File: config.mk
export PLATFORM = sky130hd
export DESIGN_NAME = frame_evt_status
export DESIGN_NICKNAME = d
export VERILOG_FILES = /design/src/rtl/fes_pkg.sv /design/src/rtl/fes_edge_detect.sv /design/src/rtl/fes_sticky_flags.sv /design/src/rtl/frame_evt_status.sv
export SDC_FILE = /design/constraint.sdc
export NUM_CORES = 1
export LEC_CHECK = 0
export BUFFER_PORTS_ARGS = -buffer_cell sky130_fd_sc_hd__buf_2
export CAP_MARGIN = 20
export CORE_AREA = 2 2 39 41
export DETAILED_ROUTE_END_ITERATION = 16
export DIE_AREA = 0 0 41 43
export GPL_TIMING_DRIVEN = 0
export SYNTH_ARGS = -nofsm -noshare
export SYNTH_HDL_FRONTEND = slang
export SYNTH_SLANG_ARGS = --single-unit
File: constraint.sdc
create_clock -name clk -period 0.8 [get_ports clk]
set_input_delay 0.16 -clock clk [delete_from_list [all_inputs] [get_ports clk]]
set_output_delay 0.16 -clock clk [all_outputs]
set_load 0.01 [all_outputs]
File: src/rtl/fes_pkg.sv
package fes_pkg;
  localparam int STATUS_W = 8;
  localparam int NUM_SRC  = 4;
  // Sticky flag i lives at status bit FLAG_LSB+i and is cleared by clear bit FLAG_LSB+i.
  localparam int FLAG_LSB = 2;
  localparam int IRQ_BIT  = 7;
  localparam int RSV_BIT  = 6;
  localparam int FRDY_BIT = 1;
  localparam int RDY_BIT  = 0;

  typedef enum logic [1:0] {
    SRC_FERR = 2'd0,
    SRC_MCI  = 2'd1,
    SRC_SOF  = 2'd2,
    SRC_EOF  = 2'd3
  } src_e;
endpackage

File: src/rtl/fes_edge_detect.sv
module fes_edge_detect (
  input  logic clk,
  input  logic rst_n,
  input  logic sig_i,
  output logic rise_o,
  output logic fall_o
);
  logic sig_q;

  always_ff @(posedge clk or negedge rst_n) begin
    if (!rst_n) sig_q <= 1'b0;
    else        sig_q <= sig_i;
  end

  assign rise_o = sig_i & ~sig_q;
  assign fall_o = ~sig_i & sig_q;
endmodule

File: src/rtl/fes_sticky_flags.sv
module fes_sticky_flags #(
  parameter int N = 4
) (
  input  logic         clk,
  input  logic         rst_n,
  input  logic [N-1:0] set_i,
  input  logic [N-1:0] clr_i,
  output logic [N-1:0] flag_o
);
  logic [N-1:0] flag_q;

  for (genvar i = 0; i < N; i++) begin : g_flag
    always_ff @(posedge clk or negedge rst_n) begin
      if (!rst_n)        flag_q[i] <= 1'b0;
      else if (set_i[i]) flag_q[i] <= 1'b1;
      else if (clr_i[i]) flag_q[i] <= 1'b0;
    end

    p_set_wins_r6: assert property (@(posedge clk) disable iff (!rst_n)
      set_i[i] |=> flag_q[i]);
    p_clear_r5: assert property (@(posedge clk) disable iff (!rst_n)
      (clr_i[i] && !set_i[i]) |=> !flag_q[i]);
    p_hold_r5: assert property (@(posedge clk) disable iff (!rst_n)
      (!clr_i[i] && !set_i[i]) |=> $stable(flag_q[i]));
  end

  assign flag_o = flag_q;
endmodule

File: src/rtl/frame_evt_status.sv
module frame_evt_status
  import fes_pkg::*;
(
  input  logic                clk,
  input  logic                rst_n,
  input  logic                env_i,
  input  logic                ctl_alert_i,
  input  logic                fifo_err_i,
  input  logic                fifo_rdy_i,
  input  logic                acc_rdy_i,
  input  logic [NUM_SRC-1:0]  irq_mask_i,
  input  logic                clr_we_i,
  input  logic [STATUS_W-1:0] clr_data_i,
  output logic [STATUS_W-1:0] status_o,
  output logic                irq_o
);
  logic               env_rise, env_fall;
  logic [NUM_SRC-1:0] set_vec, clr_vec, flags;
  logic               irq_sum;

  fes_edge_detect u_env_edge (
    .clk    (clk),
    .rst_n  (rst_n),
    .sig_i  (env_i),
    .rise_o (env_rise),
    .fall_o (env_fall)
  );

  always_comb begin
    set_vec           = '0;
    set_vec[SRC_FERR] = fifo_err_i;
    set_vec[SRC_MCI]  = ctl_alert_i;
    set_vec[SRC_SOF]  = env_rise;
    set_vec[SRC_EOF]  = env_fall;
  end

  for (genvar i = 0; i < NUM_SRC; i++) begin : g_clr
    assign clr_vec[i] = clr_we_i & clr_data_i[FLAG_LSB+i];
  end

  fes_sticky_flags #(.N(NUM_SRC)) u_flags (
    .clk    (clk),
    .rst_n  (rst_n),
    .set_i  (set_vec),
    .clr_i  (clr_vec),
    .flag_o (flags)
  );

  assign irq_sum = |(flags & irq_mask_i);

  always_comb begin
    status_o                                = '0;
    status_o[IRQ_BIT]                       = irq_sum;
    status_o[RSV_BIT]                       = 1'b0;
    status_o[FLAG_LSB+NUM_SRC-1:FLAG_LSB]   = flags;
    status_o[FRDY_BIT]                      = fifo_rdy_i;
    status_o[RDY_BIT]                       = acc_rdy_i;
  end

  assign irq_o = irq_sum;

  p_sof_rise_r2: assert property (@(posedge clk) disable iff (!rst_n)
    $rose(env_i) |=> status_o[FLAG_LSB+SRC_SOF]);
  p_eof_fall_r3: assert property (@(posedge clk) disable iff (!rst_n)
    $fell(env_i) |=> status_o[FLAG_LSB+SRC_EOF]);
  p_irq_needs_mask_r9: assert property (@(posedge clk) disable iff (!rst_n)
    irq_o |-> (|irq_mask_i));
endmodule

==> qor.csv <==
stage,metric,value,unit
final_layout,fill_cells,157,
synthesis,syn_inst,22,
clock_tree,h-tree-depth,1,
final_layout,synthToLayoutAreaGrowth,105,%
synthesis,ys_top_cells_by_area,"dfrtp_1 55%, buf_4 13%, nand2_1 8.2%, a21o_1 6.6%, a22oi_1 6.6%",
global_route,antenna_found_initial,0,
global_route,gr-usage-all-layers,7.46,%
clock_tree,cts_tree,yes,
placement,port-buffer-count,21,
clock_tree,clock_path_buffers,2,
critical_path,reg2reg_to,u_flags.flag_o[3],
final_layout,multi_input_area,81.3,um2
timing,fin_tns_setup,-1600,ps
placement,place_congestion,0.579,
detailed_routing,drt_wl_total,642,um
detailed_routing,vias,262,
global_route,overflow,0,
critical_path,end_kind,output port,
placement,dp_hpwl,483,um
detailed_routing,first_pass_iters,2,
critical_path,regToRegSetupSlack,-20,ps
detailed_routing,drtIter0Drc,1,
critical_path,start_kind,flop,
synthesis,syn_nets,42,
critical_path,critPathMaxFanout,2,
detailed_routing,drc_errors,0,
final_layout,fin_area,469,um2
outcome,status,"finished, violations left",
timing,period_needed,1290,ps
hold_path,hp-start,env_i,
global_route,grt_pass1_vias,237,
global_route,grt_max_degree,6,
clock_tree,clk_latency,240,ps
die,start_util,16.5,%
hold_path,holdPathStages,1,
clock_tree,path_clk_slew,50,ps
critical_path,critPathKind,reg2out,
synthesis,synth-seq-cells,5,
power_and_ir_drop,finalPower,0.804,mW
timing,setup_viol,7,
timing,finalWorstSetupSlack,-487,ps
die,die_x,41,um
die,pin_count,29,
final_layout,seq_area,125,um2
timing,finalClockSkew,0.0530,ps
timing,hold_viol,0,
final_layout,layout-drive-gt1-share,66.0,%
die,die_area,0.00176,mm2
timing,rsz0062_at_grt,true,
power_and_ir_drop,cellPowerDensity,1710,mW/mm2
power_and_ir_drop,power_leakage,0.247,nW
die,core,0.00138,mm2
critical_path,required,640,ps
synthesis,syn-cell-area,229,um2
clock_tree,clock-sinks,5,
synthesis,synth_top_area_share,54.6,%
outcome,violations,negative setup slack,
timing,hold_slack,75.9,ps
critical_path,cp.arrival,1130,ps
timing,post-route-period-util,161,%
final_layout,num_antenna_cells,0,
synthesis,ys_seq_area_share,54.6,%
timing,max_freq,777,MHz
die,rows,14,
job,cap_violations,0,
global_route,grt_pass1_wl,807,um
critical_path,r2r_start,u_flags.flag_o[3],
die,fp.dieH,43,um
detailed_routing,antenna_left,0,
placement,dpl_worst_slack,-272,ps
critical_path,worstRegToRegCells,3,
synthesis,synth_cell_types,9,
synthesis,synth_top_area_cell,dfrtp_1,
placement,place_area,358,um2
hold_path,worstHoldEndpoint,u_env_edge.sig_q,
power_and_ir_drop,ir_drop,349,uV
synthesis,avgSynthCellArea,10.4,um2
hold_path,worst_hold_path_type,in2reg,
final_layout,nets,74,
detailed_routing,viasPerCell,3.80,
timing,slew_viol_final,0,
synthesis,ys.warnings.count,0,
clock_tree,root_buffer,clkbuf_4,
clock_tree,cts_buffers,3,
detailed_routing,wire_per_inst,9.30,um
[flip-flops by register name (all words and copies together) (netlist names)]
register / cells
u_flags.flag_o: 4
u_env_edge.sig_q: 1
[routing by layer]
metal,vias to the layer above,share of wire [%],track usage (%)
met1,116,33,5.54
met3,0,9.2,4.71
met5,-,0,0
li1,132,-,-
met4,0,0,6.00
met2,14,57,12.2
[cell usage after synthesis]
master     number
o2bb2ai_1       1
a21o_1          2
a22o_1          1
nand2_1         5
a22oi_1         2
dfrtp_1         5
conb_1          1
inv_1           1
buf_4           4
[layout make-up]
type	instances	area share, %
sequential	5	26.7
buffer	4	7.20
multi-input combinational	12	17.3
clock buffer	4	5.60
timing repair buffer	27	38.1
tap	16	4.27
inverter	1	0.800
[metrics by stage]
step                      cells  utilization, %
after floorplan              22               -
after global placement       59            25.9
after detailed placement     59            25.9
after CTS                    66            31.2
after global routing         69            33.9
final                        69            33.9
[worst max path at each step]
stage,from,end,slack (ps),depth (start not counted)
2_1_floorplan,u_flags.flag_o[2],status_o[7],-210,3
3_3_place_gp,u_flags.flag_o[2],status_o[7],-250,4
3_5_place_dp,u_flags.flag_o[2],status_o[7],-270,4
4_1_cts,u_flags.flag_o[2],status_o[7],-500,4
5_1_grt,u_flags.flag_o[3],status_o[7],-550,4
6_report,u_flags.flag_o[3],status_o[7],-490,4
[cells in the final DEF, fill, tap and decap left out]
master         instances
a21o_1                 2
a22o_1                 1
a22oi_1                1
a22oi_2                1
buf_2                 18
buf_4                  6
buf_6                  6
clkbuf_1               1
clkbuf_4               3
conb_1                 1
dfrtp_1                5
dlygate4sd3_1          1
inv_1                  1
nand2_1                5
o2bb2ai_2              1
[repair_timing]
action,in CTS,in global routing
setup buffers,2,3
setup endpoints to repair,6,7
hold buffers,1,0
resized for setup,4,3
hold endpoints to repair,5,0
pin swaps,2,2
[cells by family (layout without fill, tap and decap cells)]
family                 Yosys count  count (layout)  synth area share [%]
AO/OA/AOI/OAI                    6               6                  20.8
flip-flops                       5               5                  54.6
AND/OR/NAND/NOR                  5               5                  8.20
buffers and inverters            5              36                  14.8
other                            1               1                  1.64
[power by group]
part / leakage [nW] / internal (mW) / switching [mW]
clock network: 0.0150 / 0.189 / 0.103
logic: 0.178 / 0.143 / 0.0827
registers: 0.0543 / 0.275 / 0.0123
[worst max-delay path: stages (launching register included)]
cell and delay (ps):
dfrtp_1 380, a22oi_1 170, nand2_1 110, buf_6 120
buf_6 110
(Power assumes the default switching activity.)
